===== src/rtl/bcol_pkg.sv =====
package bcol_pkg;

  // Strobes from the control pipeline to the datapath
  typedef struct packed {
    logic loadGrp;     // capture operands, clear accumulator
    logic colCapture;  // register lane sum and shift of the column
    logic accEn;       // add shifted column sum into accumulator
    logic accFinish;   // copy accumulator sum to the result register
    logic zeroFinish;  // empty group: result register to zero
  } bcolStrobe_t;

endpackage


===== src/rtl/bcol_ctrl.sv =====
module bcol_ctrl
  import bcol_pkg::*;
(
  input  logic        clk,
  input  logic        rstN,
  input  logic        grpLoad,
  input  logic        grpEmpty,
  input  logic        colValid,
  input  logic        colLast,
  output bcolStrobe_t strb,
  output logic        resValid
);

  logic colV1;
  logic last1;
  logic empty1;

  always_ff @(posedge clk or negedge rstN) begin
    if (!rstN) begin
      colV1    <= 1'b0;
      last1    <= 1'b0;
      empty1   <= 1'b0;
      resValid <= 1'b0;
    end else begin
      colV1    <= colValid;
      last1    <= colValid & colLast;
      empty1   <= grpLoad & grpEmpty;
      resValid <= (colV1 & last1) | empty1;
    end
  end

  always_comb begin
    strb.loadGrp    = grpLoad;
    strb.colCapture = colValid;
    strb.accEn      = colV1;
    strb.accFinish  = colV1 & last1;
    strb.zeroFinish = empty1;
  end

  AST_LAST_TO_RESULT: assert property (@(posedge clk) disable iff (!rstN)
    (colValid && colLast) |-> ##2 resValid);

  AST_EMPTY_RESULT: assert property (@(posedge clk) disable iff (!rstN)
    (grpLoad && grpEmpty) |-> ##2 resValid);

  AST_NO_SPURIOUS: assert property (@(posedge clk) disable iff (!rstN)
    (!colValid && !(grpLoad && grpEmpty)) |-> ##2 !resValid);

  AST_LOAD_IDLE: assert property (@(posedge clk) disable iff (!rstN)
    grpLoad |-> !colV1 && !colValid);

endmodule


===== src/rtl/bcol_datapath.sv =====
module bcol_datapath
  import bcol_pkg::*;
#(
  parameter int LANES = 8,
  parameter int ACT_W = 8,
  parameter int MAG_W = 7,
  localparam int LANE_LOG = $clog2(LANES),
  localparam int SHIFT_W  = $clog2(MAG_W),
  localparam int SUM_W    = ACT_W + 1 + LANE_LOG,
  localparam int ACC_W    = ACT_W + MAG_W + LANE_LOG + 1
) (
  input  logic                    clk,
  input  logic                    rstN,
  input  bcolStrobe_t             strb,
  input  logic [LANES*ACT_W-1:0]  actIn,
  input  logic [LANES-1:0]        signIn,
  input  logic [LANES-1:0]        colBits,
  input  logic [SHIFT_W-1:0]      colShift,
  output logic signed [ACC_W-1:0] resData
);

  logic signed [ACT_W-1:0] actReg [LANES];
  logic [LANES-1:0]        signReg;
  logic signed [ACT_W:0]   prod [LANES];
  logic signed [SUM_W-1:0] laneSum;
  logic signed [SUM_W-1:0] sumReg;
  logic [SHIFT_W-1:0]      shiftReg;
  logic signed [ACC_W-1:0] acc;
  logic signed [ACC_W-1:0] shifted;
  logic signed [ACC_W:0]   wideSum;
  logic signed [ACC_W-1:0] accNext;

  // Operand registers, loaded once per group
  always_ff @(posedge clk or negedge rstN) begin
    if (!rstN) begin
      for (int l = 0; l < LANES; l++) actReg[l] <= '0;
      signReg <= '0;
    end else if (strb.loadGrp) begin
      for (int l = 0; l < LANES; l++) actReg[l] <= actIn[l*ACT_W +: ACT_W];
      signReg <= signIn;
    end
  end

  // 1-bit by ACT_W-bit sign-magnitude multipliers
  for (genvar l = 0; l < LANES; l++) begin : g_lane
    logic signed [ACT_W:0] actExt;
    assign actExt = {actReg[l][ACT_W-1], actReg[l]};
    always_comb begin
      if (!colBits[l])      prod[l] = '0;
      else if (signReg[l])  prod[l] = -actExt;
      else                  prod[l] = actExt;
    end
  end

  // Cross-lane sum of the column
  always_comb begin
    laneSum = '0;
    for (int l = 0; l < LANES; l++)
      laneSum = laneSum + {{(SUM_W-ACT_W-1){prod[l][ACT_W]}}, prod[l]};
  end

  always_ff @(posedge clk or negedge rstN) begin
    if (!rstN) begin
      sumReg   <= '0;
      shiftReg <= '0;
    end else if (strb.colCapture) begin
      sumReg   <= laneSum;
      shiftReg <= colShift;
    end
  end

  // Single shift per column, then accumulate
  assign shifted = {{(ACC_W-SUM_W){sumReg[SUM_W-1]}}, sumReg} <<< shiftReg;
  assign wideSum = {acc[ACC_W-1], acc} + {shifted[ACC_W-1], shifted};
  assign accNext = wideSum[ACC_W-1:0];

  always_ff @(posedge clk or negedge rstN) begin
    if (!rstN) begin
      acc     <= '0;
      resData <= '0;
    end else begin
      if (strb.loadGrp)     acc <= '0;
      else if (strb.accEn)  acc <= accNext;
      if (strb.accFinish)       resData <= accNext;
      else if (strb.zeroFinish) resData <= '0;
    end
  end

  AST_NO_OVERFLOW: assert property (@(posedge clk) disable iff (!rstN)
    strb.accEn |-> wideSum[ACC_W] == wideSum[ACC_W-1]);

  AST_ZERO_COLUMN: assert property (@(posedge clk) disable iff (!rstN)
    (strb.colCapture && colBits == '0) |=> sumReg == '0);

  AST_OPERANDS_HELD: assert property (@(posedge clk) disable iff (!rstN)
    !strb.loadGrp |=> $stable(signReg) && $stable(actReg[0]));

  AST_CLEAR_ON_LOAD: assert property (@(posedge clk) disable iff (!rstN)
    strb.loadGrp |=> acc == '0);

  AST_EMPTY_ZERO: assert property (@(posedge clk) disable iff (!rstN)
    strb.zeroFinish |=> resData == '0);

endmodule


===== src/rtl/bcol_mac_engine.sv =====
module bcol_mac_engine
  import bcol_pkg::*;
#(
  parameter int LANES = 8,
  parameter int ACT_W = 8,
  parameter int MAG_W = 7,
  localparam int LANE_LOG = $clog2(LANES),
  localparam int SHIFT_W  = $clog2(MAG_W),
  localparam int ACC_W    = ACT_W + MAG_W + LANE_LOG + 1
) (
  input  logic                    clk,
  input  logic                    rstN,
  input  logic                    grpLoad,
  input  logic                    grpEmpty,
  input  logic [LANES*ACT_W-1:0]  actIn,
  input  logic [LANES-1:0]        signIn,
  input  logic                    colValid,
  input  logic [LANES-1:0]        colBits,
  input  logic [SHIFT_W-1:0]      colShift,
  input  logic                    colLast,
  output logic                    resValid,
  output logic signed [ACC_W-1:0] resData
);

  bcolStrobe_t strb;

  bcol_ctrl u_ctrl (
    .clk      (clk),
    .rstN     (rstN),
    .grpLoad  (grpLoad),
    .grpEmpty (grpEmpty),
    .colValid (colValid),
    .colLast  (colLast),
    .strb     (strb),
    .resValid (resValid)
  );

  bcol_datapath #(
    .LANES (LANES),
    .ACT_W (ACT_W),
    .MAG_W (MAG_W)
  ) u_dp (
    .clk      (clk),
    .rstN     (rstN),
    .strb     (strb),
    .actIn    (actIn),
    .signIn   (signIn),
    .colBits  (colBits),
    .colShift (colShift),
    .resData  (resData)
  );

endmodule


===== config.mk =====
export PLATFORM = sky130hd
export DESIGN_NAME = bcol_mac_engine
export DESIGN_NICKNAME = d
export VERILOG_FILES = /design/src/rtl/bcol_pkg.sv /design/src/rtl/bcol_ctrl.sv /design/src/rtl/bcol_datapath.sv /design/src/rtl/bcol_mac_engine.sv
export SDC_FILE = /design/constraint.sdc
export NUM_CORES = 1
export LEC_CHECK = 0
export BUFFER_PORTS_ARGS = -buffer_cell sky130_fd_sc_hd__buf_2
export CAP_MARGIN = 5
export CORE_AREA = 3 3 127 141
export CTS_CLUSTER_DIAMETER = 50
export DETAILED_ROUTE_END_ITERATION = 6
export DIE_AREA = 0 0 130 144
export PLACE_DENSITY = 0.82
export REMOVE_ABC_BUFFERS = 1
export SLEW_MARGIN = 20
export SYNTH_ARGS = -nofsm -noshare
export SYNTH_HDL_FRONTEND = slang
export SYNTH_SLANG_ARGS = --single-unit

===== constraint.sdc =====
create_clock -name clk -period 8.4 [get_ports clk]
set_clock_uncertainty 0.1 [all_clocks]
set_input_delay 1.26 -clock clk [delete_from_list [all_inputs] [get_ports clk]]
set_output_delay 1.26 -clock clk [all_outputs]
set_load 0.02 [all_outputs]

== Word level (Yosys, flattened, before mapping) ==
Index checks and enable logic that the tools add are counted.
Storage, ports and cells
  bits in registers: 129
  output and inout port bits: 20
Operators by class
  $add $sub $neg: 16
  shift-type cells: 1
  muxes and demuxes: 20
  bitwise logic cells: 4
  reduce and logical (&&, ||, !) cells: 2
Operators with widths (count)
  9-bit 2-to-1 mux: 16
  19-bit 2-to-1 mux: 4
  12-bit adder: 6
  8-bit negation with 9-bit output: 8
  19-bit adder: 1
  19-bit by 3-bit <<< shifter with 19-bit output: 1
  9-bit by 9-bit adder with 10-bit output: 1
  2-bit nonzero test: 2
  1-bit AND: 3
  1-bit bitwise OR: 1

== Longest topological paths before layout ==
Gate-level depths: netlist (run 1).
  word-level depth: 10
  depth in mapped cells: 27
  gate-level depth less buffers: 27

== Modules after synthesis ==
A second synthesis (run 1) with hierarchy kept.
Second synthesis, totals
  cells, all modules: 959
  area total of the unflattened synthesis: 9511.6 sq um
By module, submodules not included
  bcol_datapath: instances 1, cells each 947, area an instance 9355.2 sq um, seq. area each 3128.0 sq um
  bcol_ctrl: instances 1, cells each 12, area an instance 156.4 sq um, seq. area each 100.1 sq um

== Worst setup path before layout (run 1) ==
OpenSTA, ideal clock, no wires.
  path kind: input to register
  start: in colBits[1]
  end: reg u_dp.sumReg[10]
  library setup time: 0.125 ns
  data arrival time: 6.554 ns
  data required time: 8.175 ns
  slack: 1.621 ns
  cell stages on the path: 23
  path buffers: 0
  cell sequence: nor2b_1 ha_1 a21o_1 a21oi_1 o21bai_1 a21oi_1 o21ai_0 xor2_1 fa_1 inv_1 fa_1 inv_1 fa_1 inv_1 fa_1 inv_1 ha_1 a21o_1 a2111o_1 a31o_2 a21oi_1 xnor2_1 mux2_2
On the way
  cells in the longest elaborated chain, start to end: 8
RTL lines
  from (decl): RTL line bcol_mac_engine.sv:18  | input logic [LANES-1:0] colBits,
  9-bit 2-to-1 mux: RTL line bcol_datapath.sv:49  | if (!colBits[l]) prod[l] = '0;
  9-bit by 9-bit adder with 10-bit output: RTL line bcol_datapath.sv:59  | laneSum = laneSum + {{(SUM_W-ACT_W-1){prod[l][ACT_W]}}, prod[l]};
  12-bit adder (6 in a row): RTL line bcol_datapath.sv:59
  to (signal assigned): RTL line bcol_datapath.sv:67  | sumReg <= laneSum;
  to (decl): RTL line bcol_datapath.sv:26  | logic signed [SUM_W-1:0] sumReg;
No other way between the ends.
A chain may end at the register's enable or synchronous reset.

== Worst setup path in the final report (run 1) ==
  start: in colBits[0]
  end: reg u_dp.sumReg[10]
Same word-level chain as after synthesis.

==> results of run 1 <==
## worst max-delay path by stage
stage	from	end
after detailed placement	colBits[0]	u_dp.sumReg[10]$_DFFE_PN0P_
after floorplan	colBits[1]	u_dp.sumReg[10]$_DFFE_PN0P_
final	colBits[0]	u_dp.sumReg[10]$_DFFE_PN0P_
after CTS	colBits[0]	u_dp.sumReg[10]$_DFFE_PN0P_
after global routing	colBits[0]	u_dp.sumReg[10]$_DFFE_PN0P_
after global placement	colBits[1]	u_dp.sumReg[10]$_DFFE_PN0P_
## cell usage after synthesis, drive strengths merged, types with 5 or more instances
master and n:
or3 6, o21ai 66, a21oi 30, xor2 9, nand2b 19, a21o 18
ha 48, a21boi 5, inv 111, dfrtp 129, nor2 42, nand2 135
fa 51, o41ai 5, buf 6, clkbuf 39, and2 36, nand3b 12
o21bai 5, nor2b 9, nor3 7, mux2 73, nand3 7, mux2i 33
xnor2 73, o31ai 14
## through the flow
stage / area (um2) / hold WS, ns
floorplan: 9698 / 0.3563
global placement: 10530 / 0.3606
CTS: 11130 / 0.3965
finish: 11130 / 0.3923
global route: 11130 / 0.4208
detailed placement: 10530 / 0.3841
## power by group through the flow
stage	sequential [mW]	combinational (mW)	clock [mW]
2_1_floorplan	0.916	2.07	0
5_1_grt	0.919	3.00	0.789
3_3_place_gp	0.898	2.52	0
3_5_place_dp	0.906	2.63	0
4_1_cts	0.897	2.66	0.763
6_report	0.898	2.65	0.751
## flip-flops by register name, indices dropped and copies added (netlist names)
signal and flops:
u_ctrl.colV1 1, u_ctrl.empty1 1, u_ctrl.last1 1, u_ctrl.resValid 1
u_dp.acc 19, u_dp.actReg 64, u_dp.resData 19, u_dp.shiftReg 3
u_dp.signReg 8, u_dp.sumReg 12
## area by class of cell
class	instances	area share, %
Inverter	111	3.743
Multi-Input combinational cell	753	54.38
Tap cell	204	2.293
Sequential cell	129	29.00
Clock buffer	23	4.474
Timing Repair Buffer	112	5.171
Clock inverter	9	0.9330
## routing by layer
layer	wire (um)	part of all wire [%]	track usage, %
met1	8421	41	26.64
met2	11060	53	42.93
met3	761	3.7	4.433
met4	446	2.2	8.370
met5	0	0	0
## kinds of logic (layout without fill, tap and decap cells)
kind of cell,Yosys count,in the layout,synth area share (%)
AO/OA/AOI/OAI,178,178,11.89
XOR/XNOR,83,83,7.507
adder cells (fa/ha/maj),99,99,16.43
buffers and inverters,156,255,5.935
flip-flops,129,129,32.72
multiplexers,106,106,11.68
AND/OR/NAND/NOR,287,287,13.83
## critical path, stage by stage
cell and delay, ns:
buf_2 0.14, nor2b_1 0.27, ha_1 0.28, a21o_1 0.17, a21oi_1 0.24, o21bai_1 0.11
a21oi_1 0.23, o21ai_0 0.18, xor2_1 0.20, fa_1 0.57, inv_1 0.06, fa_1 0.53
inv_1 0.06, fa_1 0.53, inv_1 0.05, fa_1 0.53, inv_1 0.04, ha_1 0.34
a21o_1 0.20, a2111o_1 0.41, a31o_2 0.24, a21oi_1 0.17, xnor2_1 0.09, mux2_2 0.26
==> metrics.yaml, run 1 <==
cells_and_area:
  mostFrequentLayoutCells: "nand2_1 (135), dfrtp_1 (129), inv_1 (111)"
  final-seq-area_mm2: 0.003228
  syn_to_final_growth_pct: 12.81
  nFillCells: 1279
  multi_input_area_mm2: 0.006053
  drive_gt1_share_pct: 19.44
  fin_nets: 1312
  final_util_pct: 67.49
  final_cells: 1341
  n_antenna_cell: 0
  final_common_cell: "nand2_1"
timing:
  tightest_slew_ns: 0.9496
  slew_headroom_pct: 36.69
  final_max_slew_viol_count: 0
  period_needed_ns: 6.976
  finalWorstSetupSlack_ns: 1.424
  rsz0062_at_grt: "no"
  finalHoldViolCount: 0
  max_freq_mhz: 143.3
  fin_crit_sh_pct: 83.05
  fin_setup_tns_ns: 0
  finalSetupViolCount: 0
yosys:
  ys.flop_type: "dfrtp_1"
  synth_area_leaders: "dfrtp_1 (33%), fa_1 (10%), mux2_2 (8.2%), xnor2_1 (6.5%), ha_1 (6.1%)"
  yosysTopAreaCell: "dfrtp_1"
  synth_edf_count: 0
  syn_area_mm2: 0.009867
  synthArstFlopShare_pct: 100.0
  synthesis.area_per_instance_um2: 9.506
  synth.distinct_cells: 57
  seq_area_frac_synth_pct: 32.72
  synth_cells: 1038
  ys_ff_latch: 129
  synth.top_cell.area_share_pct: 32.72
  yosysWarnings: 0
global_routing:
  grt_pass1_wl_um: 34560
  overflow: 0
  grt_max_degree: 77
  grt_pass1_vias: 7468
  grt_use_total_pct: 23.23
  grt_antenna_before_repair: 0
placed_design:
  dpl.hpwl_um: 15830
  place_inst: 1309
  gp_congestion: 0.9047
  place_ws_ns: 1.048
  portBuffers: 108
floorplanning:
  core_mm2: 0.01649
  io_pins: 109
  num_rows: 49
  die_h_um: 144
  initial_core_util_pct: 59.83
  dieArea_mm2: 0.01872
  die_x_um: 130
power_and_ir_drop:
  p_int_mw: 2.475
  peakVddDrop_v: 0.0002992
  p_clk_share_pct: 17.5
  switchingPower_mw: 1.820
  power.share.sequential_pct: 20.9
  comb_power_share_pct: 61.6
  swShare_pct: 42.38
  leakage_nw: 5.446
  power.total_mw: 4.295
  cellPowerDensity_mw_per_mm2: 385.9
routing:
  drc: 0
  first_pass_iters: 5
  wirelength_um: 20690
  drtAntennaViolNets: 0
  wl_per_cell_um: 15.43
  vias: 7388
  drt_iter0_drc: 315
  viasPerCell: 5.509
clock_tree:
  postCtsHoldBufs: 0
  cts_resized: 0
  cts_buffers: 17
  cts_num_sinks: 129
  cts.htree.levels: 4
  clock_latency_ns: 0.43
  post_cts_buffers: 0
  cts-root-buf: "clkbuf_16"
  cts.clk_slew.worst_paths_ns: 0.06
  clk_path_buf_depth: 2
  cts_tree: "built"
worst_setup_path:
  start_kind: "input port"
  rrSetupSlack_ns: 1.54
  cp-end-kind: "register"
  cp.arrival_ns: 7.19
  worst-r2r-cell-count: 26
  r2r_start: "u_dp.actReg[57]$_DFFE_PN0P_"
  cp_max_fo: 9
  r2r_end: "u_dp.sumReg[10]$_DFFE_PN0P_"
  cp.required_ns: 8.61
  path_class: "in2reg"
status:
  status: "finished clean"
worst_hold_path:
  hp-start: "u_dp.acc[13]$_DFFE_PN0P_"
  whs_path_depth: 2
  hold_path_class: "reg2reg"
  min_delay_worst_endpoint: "u_dp.acc[13]$_DFFE_PN0P_"
run:
  cap_violations: 0
Power figures use the tool's default switching activity.
==> inputs of run 2 (changes only) <==
==> constraint.sdc (replaced) <==
create_clock -name clk -period 7.32 [get_ports clk]
set_clock_uncertainty 0.1 [all_clocks]
set_input_delay 1.098 -clock clk [delete_from_list [all_inputs] [get_ports clk]]
set_output_delay 1.098 -clock clk [all_outputs]
set_load 0.02 [all_outputs]
==> run 2 against run 1 <==
Via count about the same; hold slack about the same; worst setup slack worse by 0.87 ns; critical endpoint unchanged; critical path depth up 2; highest routed layer unchanged; non-clock buffer count unchanged; critical path type is now reg2reg; sequential power increased by 15%; sequential share of layout area hardly changed; combinational power is 15% higher; clock power is 13% higher; largest cell class unchanged.
==> metrics.yaml, run 2 (synthesis gave the netlist of run 1 again) <==
placed_design:
  place_inst: 1309  # unchanged
  gp_congestion: 0.9045  # about the same
  portBuffers: 108  # unchanged
  dpl.hpwl_um: 15730  # -0.57%
global_routing:
  grt_pass1_vias: 7552  # +1.1%
  grt_max_degree: 77  # unchanged
  grt_pass1_wl_um: 34650  # +0.28%
  overflow: 0  # unchanged
  grt_use_total_pct: 23.13  # -0.094 points
  grt_antenna_before_repair: 0  # unchanged
cells_and_area:
  multi_input_area_mm2: 0.006053  # unchanged
  largest_register_ffs: 64  # unchanged
  drive_gt1_share_pct: 19.01  # -0.42 points
  final_util_pct: 67.39  # -0.099 points
  mostFrequentLayoutCells: "nand2_1 (135), dfrtp_1 (129), inv_1 (111)"
  regMostFlops: "u_dp.actReg"
  fin_nets: 1312  # unchanged
  final_cells: 1340  # -0.075%
  final-seq-area_mm2: 0.003228  # unchanged
  final_common_cell: "nand2_1"
  syn_to_final_growth_pct: 12.64
  reg.largest.list: "u_dp.actReg x64, u_dp.acc x19, u_dp.resData x19"
  nFillCells: 1304  # +2.0%
  n_antenna_cell: 0  # unchanged
timing:
  timing.hold.ws_ns: 0.3921  # -0.0001700 ns
  rsz0062_at_grt: "no"
  fin_crit_sh_pct: 92.49
  finalHoldViolCount: 0  # unchanged
  fin_setup_tns_ns: 0  # unchanged
  period_needed_ns: 6.770
  tightest_slew_ns: 0.9630  # +0.01342 ns
  slew_headroom_pct: 35.80  # -0.89 points
  final_max_slew_viol_count: 0  # unchanged
  finalSetupViolCount: 0  # unchanged
  max_freq_mhz: 147.7
power_and_ir_drop:
  swShare_pct: 42.24  # -0.14 points
  cellPowerDensity_mw_per_mm2: 443.1  # +15%
  p_clk_share_pct: 17.2  # -0.3 points
  comb_power_share_pct: 61.9  # +0.3 points
  leakage_nw: 5.435  # -0.21%
  p_int_mw: 2.845  # +15%
  power.share.sequential_pct: 20.9  # about the same
  peakVddDrop_v: 0.0003444  # +15%
  switchingPower_mw: 2.080  # +14%
worst_setup_path:
  cp.arrival_ns: 6.97  # -0.22 ns
  cp.required_ns: 7.52  # -1.09 ns
  start_kind: "register"
  path_class: "reg2reg"
  cp_max_fo: 4  # -5
  cp-end-kind: "register"
clock_tree:
  cts.htree.levels: 4  # unchanged
  clk_path_buf_depth: 2  # unchanged
  cts.clk_slew.worst_paths_ns: 0.06  # about the same
  cts_tree: "built"
  cts_resized: 0  # unchanged
  cts_buffers: 17  # unchanged
  cts_num_sinks: 129  # unchanged
  cts-root-buf: "clkbuf_16"
  post_cts_buffers: 0  # unchanged
  postCtsHoldBufs: 0  # unchanged
  clock_latency_ns: 0.42  # about the same
routing:
  vias: 7395  # +0.095%
  drtAntennaViolNets: 0  # unchanged
  first_pass_iters: 4  # -1
  wirelength_um: 20650  # -0.20%
  drc: 0  # unchanged
  viasPerCell: 5.519  # +0.17%
  wl_met2_um: 10690  # -3.3%
  top_layer: "met4"
  drt_iter0_drc: 349  # +11%
  wl_per_cell_um: 15.41  # -0.12%
  route.met3.wl_um: 745  # -2.1%
  wl_met1_um: 8592  # +2.0%
status:
  status: "finished clean"
floorplanning:
  core_mm2: 0.01649  # unchanged
  die_h_um: 144  # unchanged
  io_pins: 109  # unchanged
  dieArea_mm2: 0.01872  # unchanged
  num_rows: 49  # unchanged
  initial_core_util_pct: 59.83  # unchanged
  die_x_um: 130  # unchanged
worst_hold_path:
  hold_path_class: "reg2reg"
run:
  cap_violations: 0  # unchanged
-- run 2: changes by cell type in the layout (fill, tap and decap cells not counted), sizes merged --
cell,change
clkinvlp,-1
clkbuf,+4
clkinv,-4
-- run 2: per-stage QoR --
step / cell area (um2) / setup slack [ns] / total power [mW]
global placement: 10530 / 0.3794 / 3.927
finish: 11110 / 0.5497 / 4.925
floorplan: 9698 / 0.7029 / 3.425
detailed placement: 10530 / 0.1667 / 4.067
global route: 11110 / 0.1999 / 5.420
CTS: 11110 / 0.5801 / 4.958
-- run 2: final cells by class --
class | count | area share, %
Inverter | 111 | 3.749
Tap cell | 204 | 2.297
Clock buffer | 27 | 4.616
Clock inverter | 4 | 0.6529
Sequential cell | 129 | 29.04
Multi-Input combinational cell | 753 | 54.46
Timing Repair Buffer | 112 | 5.178
-- run 2: worst paths after layout --
kind	from	endpoint	slack, ns	cells after the start
max	u_dp.actReg[57]$_DFFE_PN0P_	u_dp.sumReg[10]$_DFFE_PN0P_	0.55	26
min	u_dp.acc[13]$_DFFE_PN0P_	u_dp.acc[13]$_DFFE_PN0P_	0.39	2
max reg2reg	u_dp.actReg[57]$_DFFE_PN0P_	u_dp.sumReg[10]$_DFFE_PN0P_	0.55	26
min reg2reg	u_dp.acc[13]$_DFFE_PN0P_	u_dp.acc[13]$_DFFE_PN0P_	0.39	2
max in group asynchronous	rstN	u_dp.actReg[22]$_DFFE_PN0P_	5.16	2
min in group asynchronous	rstN	u_dp.resData[7]$_DFFE_PN0P_	0.72	1
-- run 2: critical path, cell delays in order, from the launching register on --
cell,delay [ns]
dfrtp_1,0.39
inv_1,0.08
ha_1,0.27
mux2i_1,0.09
nor2b_1,0.25
ha_1,0.28
a21o_1,0.17
a21oi_1,0.24
o21bai_1,0.10
a21oi_1,0.23
o21ai_0,0.19
xor2_1,0.19
fa_1,0.58
inv_1,0.06
fa_1,0.53
inv_1,0.06
fa_1,0.52
inv_1,0.05
fa_1,0.52
inv_1,0.04
ha_1,0.34
a21o_1,0.19
a2111o_1,0.41
a31o_2,0.24
a21oi_1,0.17
xnor2_1,0.08
mux2_2,0.25
-- run 2: layer usage --
layer  global-route usage [%]  up-vias
met4                    9.737        0
met3                    4.322       54
met5                        0        -
li1                         -     3657
met1                    26.99     3528
met2                    41.62      156
-- run 2: power by group through the flow --
stage	logic (mW)	registers, mW	clock network (mW)
finish	3.05	1.03	0.847
global route	3.47	1.05	0.893
CTS	3.07	1.03	0.861
detailed placement	3.03	1.04	0
global placement	2.90	1.03	0
floorplan	2.37	1.05	0
